==> config.mk <==
export PLATFORM = sky130hd
export DESIGN_NAME = winreg_ctrl
export DESIGN_NICKNAME = d
export VERILOG_FILES = /design/src/rtl/winreg_pkg.sv /design/src/rtl/winreg_xlate.sv /design/src/rtl/winreg_scan.sv /design/src/rtl/winreg_storage.sv /design/src/rtl/winreg_ctrl.sv
export SDC_FILE = /design/constraint.sdc
export NUM_CORES = 2
export LEC_CHECK = 0
export BUFFER_PORTS_ARGS = -buffer_cell sky130_fd_sc_hd__buf_2
export CAP_MARGIN = 20
export CORE_UTILIZATION = 64
export DETAILED_ROUTE_END_ITERATION = 6
export PLACE_DENSITY = 0.81
export SLEW_MARGIN = 20
export SYNTH_ARGS = -nofsm -noshare
export SYNTH_HDL_FRONTEND = slang
export SYNTH_HIERARCHICAL = 1
export SYNTH_SLANG_ARGS = --single-unit
==> constraint.sdc <==
create_clock -name clk -period 9.2 [get_ports clk]
set_input_delay 0.92 -clock clk [delete_from_list [all_inputs] [get_ports clk]]
set_output_delay 0.92 -clock clk [all_outputs]
set_load 0.02 [all_outputs]
==> src/rtl/winreg_pkg.sv <==
package winreg_pkg;

    typedef enum logic [1:0] {
        WOP_NONE   = 2'd0,
        WOP_ENTRY  = 2'd1,
        WOP_RETURN = 2'd2
    } win_op_e;

endpackage

==> src/rtl/winreg_xlate.sv <==
module winreg_xlate #(
    parameter int IDX_W  = 4,
    parameter int WB_W   = 4,
    parameter int QW     = 2,
    parameter int PIDX_W = 6
) (
    input  logic [WB_W-1:0]   base,
    input  logic [IDX_W-1:0]  log_idx,
    output logic [PIDX_W-1:0] phys_idx
);
    // Base counts quads; shift it to a register offset and add the field.
    assign phys_idx = PIDX_W'({base, {QW{1'b0}}}) + PIDX_W'(log_idx);
endmodule

==> src/rtl/winreg_scan.sv <==
module winreg_scan #(
    parameter int QUADS  = 16,
    parameter int WB_W   = 4,
    parameter int SPAN_W = 2
) (
    input  logic [QUADS-1:0]  own,
    input  logic [WB_W-1:0]   start,
    input  logic [SPAN_W-1:0] span,
    output logic              hit,
    output logic [SPAN_W-1:0] hit_off
);
    localparam int MAX_OFF = (1 << SPAN_W) - 1;

    // Walk from the far end down so the nearest owned quad wins.
    always_comb begin
        hit     = 1'b0;
        hit_off = '0;
        for (int k = MAX_OFF; k >= 1; k--) begin
            if (k <= int'(span) && own[WB_W'(start + WB_W'(k))]) begin
                hit     = 1'b1;
                hit_off = SPAN_W'(k);
            end
        end
    end
endmodule

==> src/rtl/winreg_storage.sv <==
module winreg_storage #(
    parameter int DATA_W = 32,
    parameter int DEPTH  = 64,
    parameter int AW     = 6
) (
    input  logic              clk,
    input  logic              rst_n,
    input  logic              we,
    input  logic [AW-1:0]     waddr,
    input  logic [DATA_W-1:0] wdata,
    input  logic [AW-1:0]     raddr_a,
    output logic [DATA_W-1:0] rdata_a,
    input  logic [AW-1:0]     raddr_b,
    output logic [DATA_W-1:0] rdata_b
);
    logic [DATA_W-1:0] cells_q [DEPTH];

    always_ff @(posedge clk) begin
        if (!rst_n) begin
            for (int i = 0; i < DEPTH; i++) cells_q[i] <= '0;
        end else if (we) begin
            cells_q[waddr] <= wdata;
        end
    end

    assign rdata_a = cells_q[raddr_a];
    assign rdata_b = cells_q[raddr_b];

    // a committed write is visible at its physical slot afterwards
    assert_write_lands_R2: assert property (@(posedge clk) disable iff (!rst_n)
        we |=> cells_q[$past(waddr)] == $past(wdata));
endmodule

==> src/rtl/winreg_ctrl.sv <==
module winreg_ctrl #(
    parameter int DATA_W      = 32,
    parameter int PHYS_REGS   = 64,
    parameter int LOG_REGS    = 16,
    parameter int ENTRY_CHECK = 1
) (
    input  logic              clk,
    input  logic              rst_n,
    input  logic              rd_a_en,
    input  logic [3:0]        rd_a_idx,
    output logic [DATA_W-1:0] rd_a_data,
    input  logic              rd_b_en,
    input  logic [3:0]        rd_b_idx,
    output logic [DATA_W-1:0] rd_b_data,
    input  logic              wr_en,
    input  logic [3:0]        wr_idx,
    input  logic [DATA_W-1:0] wr_data,
    input  logic [1:0]        op_code,
    input  logic [1:0]        op_inc,
    input  logic              ovf_ack,
    output logic              ovf_req,
    output logic [1:0]        ovf_size,
    output logic [3:0]        ovf_base,
    output logic [3:0]        win_base,
    output logic [15:0]       own_vec
);
    import winreg_pkg::*;

    localparam int QUAD   = 4;
    localparam int QW     = $clog2(QUAD);
    localparam int IDX_W  = $clog2(LOG_REGS);
    localparam int PIDX_W = $clog2(PHYS_REGS);
    localparam int QUADS  = PHYS_REGS / QUAD;
    localparam int WB_W   = $clog2(QUADS);
    localparam int SPAN_W = IDX_W - QW;
    localparam int NPORT  = 3;

    typedef struct packed {
        logic [WB_W-1:0]   wb;
        logic [QUADS-1:0]  own;
        logic              pend;
        logic [SPAN_W-1:0] size;
        logic [WB_W-1:0]   obase;
    } win_state_t;

    win_state_t st_d, st_q;

    // ---------------- translation of the three register fields ----------
    logic [IDX_W-1:0]  lidx [NPORT];
    logic [PIDX_W-1:0] pidx [NPORT];
    logic              ref_en [NPORT];

    assign lidx[0] = rd_a_idx;
    assign lidx[1] = rd_b_idx;
    assign lidx[2] = wr_idx;
    assign ref_en[0] = rd_a_en;
    assign ref_en[1] = rd_b_en;
    assign ref_en[2] = wr_en;

    for (genvar g = 0; g < NPORT; g++) begin : g_xlate
        winreg_xlate #(
            .IDX_W (IDX_W),
            .WB_W  (WB_W),
            .QW    (QW),
            .PIDX_W(PIDX_W)
        ) u_xlate (
            .base    (st_q.wb),
            .log_idx (lidx[g]),
            .phys_idx(pidx[g])
        );
    end

    // ---------------- reach of the references ---------------------------
    logic [SPAN_W-1:0] ref_span;
    always_comb begin
        ref_span = '0;
        for (int p = 0; p < NPORT; p++) begin
            if (ref_en[p] && lidx[p][IDX_W-1:QW] > ref_span)
                ref_span = lidx[p][IDX_W-1:QW];
        end
    end

    logic              ref_hit, ent_hit;
    logic [SPAN_W-1:0] ref_off, ent_off;
    logic [WB_W-1:0]   new_base;
    logic              is_entry, is_return;
    logic [SPAN_W-1:0] ent_span;

    assign is_entry  = (win_op_e'(op_code) == WOP_ENTRY)  && (op_inc != '0);
    assign is_return = (win_op_e'(op_code) == WOP_RETURN) && (op_inc != '0);
    assign new_base  = st_q.wb + WB_W'(op_inc);
    assign ent_span  = is_entry ? SPAN_W'(ENTRY_CHECK) : '0;

    winreg_scan #(.QUADS(QUADS), .WB_W(WB_W), .SPAN_W(SPAN_W)) u_scan_ref (
        .own    (st_q.own),
        .start  (st_q.wb),
        .span   (ref_span),
        .hit    (ref_hit),
        .hit_off(ref_off)
    );

    winreg_scan #(.QUADS(QUADS), .WB_W(WB_W), .SPAN_W(SPAN_W)) u_scan_ent (
        .own    (st_q.own),
        .start  (new_base),
        .span   (ent_span),
        .hit    (ent_hit),
        .hit_off(ent_off)
    );

    logic raise;
    logic wr_commit;
    assign raise     = !st_q.pend && (ref_hit || ent_hit);
    assign wr_commit = wr_en && !st_q.pend && !raise;

    // ---------------- next state ----------------------------------------
    always_comb begin
        st_d = st_q;
        if (st_q.pend) begin
            if (ovf_ack) begin
                st_d.own[st_q.obase] = 1'b0;
                st_d.pend            = 1'b0;
            end
        end else if (raise) begin
            st_d.pend = 1'b1;
            if (ref_hit) begin
                st_d.size  = ref_off;
                st_d.obase = st_q.wb + WB_W'(ref_off);
            end else begin
                st_d.size  = ent_off;
                st_d.obase = new_base + WB_W'(ent_off);
            end
        end else if (is_entry) begin
            st_d.wb            = new_base;
            st_d.own[new_base] = 1'b1;
        end else if (is_return) begin
            st_d.own[st_q.wb] = 1'b0;
            st_d.wb           = st_q.wb - WB_W'(op_inc);
        end
    end

    always_ff @(posedge clk) begin
        if (!rst_n) begin
            st_q <= '{wb: '0, own: QUADS'(1), pend: 1'b0, size: '0, obase: '0};
        end else begin
            st_q <= st_d;
        end
    end

    winreg_storage #(.DATA_W(DATA_W), .DEPTH(PHYS_REGS), .AW(PIDX_W)) u_storage (
        .clk    (clk),
        .rst_n  (rst_n),
        .we     (wr_commit),
        .waddr  (pidx[2]),
        .wdata  (wr_data),
        .raddr_a(pidx[0]),
        .rdata_a(rd_a_data),
        .raddr_b(pidx[1]),
        .rdata_b(rd_b_data)
    );

    assign ovf_req  = st_q.pend;
    assign ovf_size = st_q.size;
    assign ovf_base = st_q.obase;
    assign win_base = st_q.wb;
    assign own_vec  = st_q.own;

    // ---------------- assertions ----------------------------------------
    // state frozen while the handler has not acknowledged
    assert_hold_pending_R8: assert property (@(posedge clk) disable iff (!rst_n)
        (ovf_req && !ovf_ack) |=> ($stable(win_base) && $stable(own_vec)));

    // acknowledge releases the spilled quad and drops the request
    assert_ack_release_R9: assert property (@(posedge clk) disable iff (!rst_n)
        (ovf_req && ovf_ack) |=> (!ovf_req && !own_vec[$past(ovf_base)]));

    // a pending request always carries a real size class
    assert_size_class_R6: assert property (@(posedge clk) disable iff (!rst_n)
        ovf_req |-> ovf_size != 2'd0);

    // raising an overflow never rotates the window
    assert_no_rotate_R7: assert property (@(posedge clk) disable iff (!rst_n)
        $rose(ovf_req) |-> win_base == $past(win_base));

    // references confined to a0-a3 never start an overflow
    assert_low_exempt_R5: assert property (@(posedge clk) disable iff (!rst_n)
        (!ovf_req && op_code == 2'd0 &&
         (!rd_a_en || rd_a_idx < 4'd4) &&
         (!rd_b_en || rd_b_idx < 4'd4) &&
         (!wr_en   || wr_idx   < 4'd4)) |=> !ovf_req);

    // an entry that passes its check rotates by the increment
    assert_entry_rotate_R3: assert property (@(posedge clk) disable iff (!rst_n)
        (!ovf_req && !ref_hit && !ent_hit && op_code == 2'd1 && op_inc != 2'd0)
        |=> win_base == $past(win_base + 4'(op_inc)));
endmodule

## Word level (Yosys, flattened, before mapping)

Memories as Yosys holds them, arrays and structs flattened.
Cells that the tools add are included.

| cells by class | value |
|---|---|
| add/subtract/negate cells | 13 |
| $lt $le $gt $ge | 21 |
| eq/ne operators | 4 |
| mux-type cells | 48 |
| bitwise operators | 7 |
| reductions and logical operators | 27 |

Operator list:

| kind | count |
|---|---|
| 4-bit by 5-bit less-than comparator with 1-bit output, second input constant | 9 |
| 20-bit 2-to-1 mux | 2 |
| 17-bit 2-to-1 mux | 2 |
| 16-bit bitwise AND | 2 |
| 32-bit 2-to-1 mux | 1 |
| 16-bit NOT | 2 |
| 32-bit OR reduction | 1 |
| 1-bit binary-select mux with 4-bit select | 6 |
| 1-bit 2-to-1 mux | 21 |
| 6-bit by 4-bit adder with 6-bit output | 3 |
| 2-bit 2-to-1 mux | 9 |
| 1-bit logical AND | 17 |
| 4-bit by 2-bit adder with 4-bit output, second input constant | 4 |
| 16-bit 2-to-1 mux | 1 |
| 16-bit OR | 1 |
| 4-bit by 2-bit adder with 4-bit output | 3 |
| 1-bit demux with 4-bit select | 3 |
| 4-bit by 1-bit >= comparator with 1-bit output, second input constant | 3 |
| 6-bit 2-to-1 mux | 2 |
| 4-bit by 1-bit adder with 4-bit output, second input constant | 2 |
| 7-bit 2-to-1 mux | 1 |
| 3-bit AND reduction | 2 |
| 2-bit greater-than comparator | 2 |
| 2-bit by 1-bit less-or-equal comparator with 1-bit output, first input constant | 2 |
| 14 further kinds | 19 |

| storage, ports and cells | value |
|---|---|
| register bits | 27 |
| bits in writable memories | 2048 |
| word-level logic and storage cells | 126 |
| memories kept | 1 |

Memory list:

| name | words | bits a word | rd ports | clocked after memory_dff | wr ports | line | source |
|---|---|---|---|---|---|---|---|
| u_storage.cells_q | 64 | 32 | 2 | 0 | 64 | winreg_storage.sv:16 | `logic [DATA_W-1:0] cells_q [DEPTH];` |

## Longest topological paths before layout

| logic depth | value |
|---|---|
| depth after elaboration | 23 |
| gate-level depth with buffers | 23 |
| mapped depth without buffers | 21 |

## Hierarchy

The synthesis kept the hierarchy.

By module, submodules not included:

| module | instances | cells an instance | area an instance (um^2) | seq. area each (um^2) |
|---|---|---|---|---|
| winreg_storage | 1 | 7210 | 108855.7 | 61499.0 |
| winreg_ctrl | 1 | 272 | 2123.3 | 540.5 |
| winreg_scan | 2 | 45 | 551.8 | 0.0 |
| winreg_xlate | 3 | 15 | 116.4 | 0.0 |

## Worst setup path after synthesis

Ideal clock, no wire load.

| timing | value |
|---|---|
| kind | input-to-reg |
| start | input op_inc[0] |
| end | memory u_storage.cells_q[26][0] (enable) |
| setup time | 0.466 ns |
| arrival | 7.048 ns |
| required time | 8.734 ns |
| setup slack | 1.687 ns |
| cell stages on the path | 15 |
| path buffers | 2 |
| cell sequence | ha_1 -> fa_1 -> inv_1 -> ha_1 -> buf_1 -> mux4_2 -> mux4_2 -> a21o_1 -> o22a_1 -> nor3_4 -> and2_1 -> nand2_1 -> or3_1 -> clkbuf_1 -> o21ai_0 |

RTL lines:

| what | line | source |
|---|---|---|
| from (decl) | winreg_ctrl.sv:19 | `input logic [1:0] op_inc,` |
| to (decl) | winreg_storage.sv:16 |  |

==> results.sh <==
export IMPL_synth_edf_count=2048
export IMPL_grt_pass1_wl_um=550000
export IMPL_first_pass_iters=7
export IMPL_post_route_util=0.7023
export IMPL_drv_slew=0
export IMPL_die_area_um2=177400
export IMPL_cp_max_fo=32
export IMPL_gp_congestion=0.9906
export IMPL_hold_viol=0
export IMPL_endpoint_kind="output pin"
export IMPL_holdBufCountCts=0
export IMPL_r2r_slack_ps=1860
export IMPL_yosysMostFrequentCell="edfxtp_1"
export IMPL_syn2layout_area_growth_pct=8.812
export IMPL_vias=76832
export IMPL_synth_distinct_cells=76
export IMPL_initial_core_util=0.6454
export IMPL_cts_tree="done"
export IMPL_arrival_ps=6520
export IMPL_synth_top_cell_area_share=0.5470
export IMPL_finalClockSkew_ps=32.50
export IMPL_min_period_ps=7445
export IMPL_path_class="flop to output pin"
export IMPL_clk_transition_reported_paths_ps=60
export IMPL_grt_max_degree=129
export IMPL_grt_pass1_vias=74817
export IMPL_cts_sink_count=2075
export IMPL_antenna_found_initial=35
export IMPL_syn_instance_count=7617
export IMPL_wl_per_cell_um=39.80
export IMPL_ios=145
export IMPL_synth_commonest_cells="edfxtp_1 (2,048), and2_1 (1,927), mux4_2 (1,031)"
export IMPL_die_h_um=421.1
export IMPL_cts_root_buffer_cell="clkbuf_16"
export IMPL_route_detailed_drc=14
export IMPL_post_route_period_util=0.8092
export IMPL_n_fill_cell=10850
export IMPL_violations="DRC"
export IMPL_synth_warnings=6
export IMPL_startpoint_type="flop"
export IMPL_cts_setup_buffers=0
export IMPL_ys_seq_area_frac=0.5518
export IMPL_die_width_um=421.1
export IMPL_dp_cells=9485
export IMPL_drt_initial_drc_count=14875
export IMPL_relSlewSlack=0.09577
export IMPL_num_rows=153
export IMPL_totalWireLength_um=393600
export IMPL_drive_gt1_frac=0.2578
export IMPL_required_ps=8280
export IMPL_synth_area_leaders="edfxtp_1 (55%), mux4_2 (21%), and2_1 (11%)"
export IMPL_setup_slack_ps=1755
export IMPL_leakage_uw=0.04421
export IMPL_whs_ps=338.5
export IMPL_clock_path_buffers=3
export IMPL_power_density_nw_per_um2=251.7
export IMPL_ant_nets=0
export IMPL_coreArea_um2=174200
export IMPL_dp_hpwl_um=235800
export IMPL_io_buffers=144
export IMPL_grt_remaining_overflow=0
export IMPL_final_setup_tns_ps=0
export IMPL_syn_cell_area_um2=112400
export IMPL_status="finished, violations left"
export IMPL_synth_seq_cells=2075
export IMPL_ctsResizeCount=0
export IMPL_layout_nets=7462
export IMPL_ir_drop_mv=0.2896
export IMPL_hold_class="input port to flop"
export IMPL_rsz0062_at_grt="false"
export IMPL_worst_pin_slew_ps=1356
export IMPL_pre_cts_slack_ps=1788
export IMPL_fmax_mhz=134.3
export IMPL_synthFlopType="edfxtp_1"
export IMPL_cts_buffers=209
export IMPL_grt_use_total=0.4419
export IMPL_postSynthAreaPerCell_um2=14.76
export IMPL_synth_largest_area_cell="edfxtp_1"
export IMPL_synthArstFlopShare=0
export IMPL_drv_cap=0
export IMPL_clock_latency_ps=890
export IMPL_setup_viol=0
export IMPL_vias_per_cell=7.769
export IMPL_stdcell_count=9889
export IMPL_cts_max_level=4
state kept, by name (all words and copies together) (netlist names):
signal and flops:
ovf_base 4, ovf_req 1, ovf_size 2, own_vec 16, u_storage/cells_q 2048, win_base 4
layer usage:
layer | vias up | track usage | share of wire
met2 | 8382 | 0.6140 | 0.42
met3 | 1769 | 0.2030 | 0.20
met4 | 26 | 0.2999 | 0.085
li1 | 28825 | - | -
met1 | 37830 | 0.5545 | 0.30
met5 | - | 0.005645 | 0.00086
worst max-delay path: stages, from the launching register on:
cell      delay (ps)
dfxtp_1          310
buf_4            400
ha_4             220
inv_1             60
fa_1             500
inv_6            460
buf_4            620
nand3b_1         930
o221ai_1         480
a21oi_1          230
a21oi_1          820
nor2_1           290
buf_2            250
cell families after synthesis:
kind of cell / synth area share
other cells: 0.00003335
simple gates: 0.1357
mux: 0.2300
xor+xnor: 0.001480
buf+inv: 0.03484
compound gates: 0.04201
fa+ha+maj: 0.004140
flops: 0.5518
path summary, 6_finish.rpt:
kind / startpoint / end / depth (start not counted)
worst max-delay path: win_base[0]$_SDFFE_PN0P_ / rd_b_data[16] / 12
worst min-delay path: rst_n / own_vec[0]$_SDFFE_PN1P_ / 2
worst max register to register: win_base[0]$_SDFFE_PN0P_ / u_storage/cells_q[8][19]$_SDFFCE_PN0P_ / 17
worst min register to register: ovf_size[1]$_SDFFE_PN0P_ / ovf_size[1]$_SDFFE_PN0P_ / 2
where the power goes:
| group | leakage, µW | internal (µW) | switching, µW | total, µW |
|---|---|---|---|---|
| combinational | 0.0196 | 3010 | 8190 | 11200 |
| sequential | 0.0214 | 10800 | 279 | 11100 |
| clock | 0.00325 | 4750 | 3730 | 8480 |
| total | 0.0442 | 18600 | 12200 | 30800 |
layout make-up:
class / count / area (µm²) / area share
Inverter: 43 / 171.4 / 0.001401
Tap cell: 2325 / 2909 / 0.02378
Sequential cell: 2075 / 62040 / 0.5071
Antenna cell: 18 / 45.04 / 0.0003682
Clock inverter: 133 / 1177 / 0.009624
Timing Repair Buffer: 405 / 3043 / 0.02487
Clock buffer: 249 / 5465 / 0.04467
Multi-Input combinational cell: 4641 / 47490 / 0.3882
metrics by stage:
step | area, µm² | power, µW
after detailed placement | 115600 | 21510
after CTS | 122200 | 29810
after global routing | 122300 | 30890
after global placement | 115500 | 21350
after floorplan | 112400 | 16620
final | 122300 | 30800
placed cells by master, fill, tap and decap left out, types with 135 or more instances in the layout:
cell type  count
mux4_2      1031
clkbuf_16    213
nor2_1       146
mux2i_1      212
buf_2        136
buf_4        239
o21ai_0      135
and2_1      1925
edfxtp_1    2048
o22ai_1      148
Power figures use the tool's default switching activity.
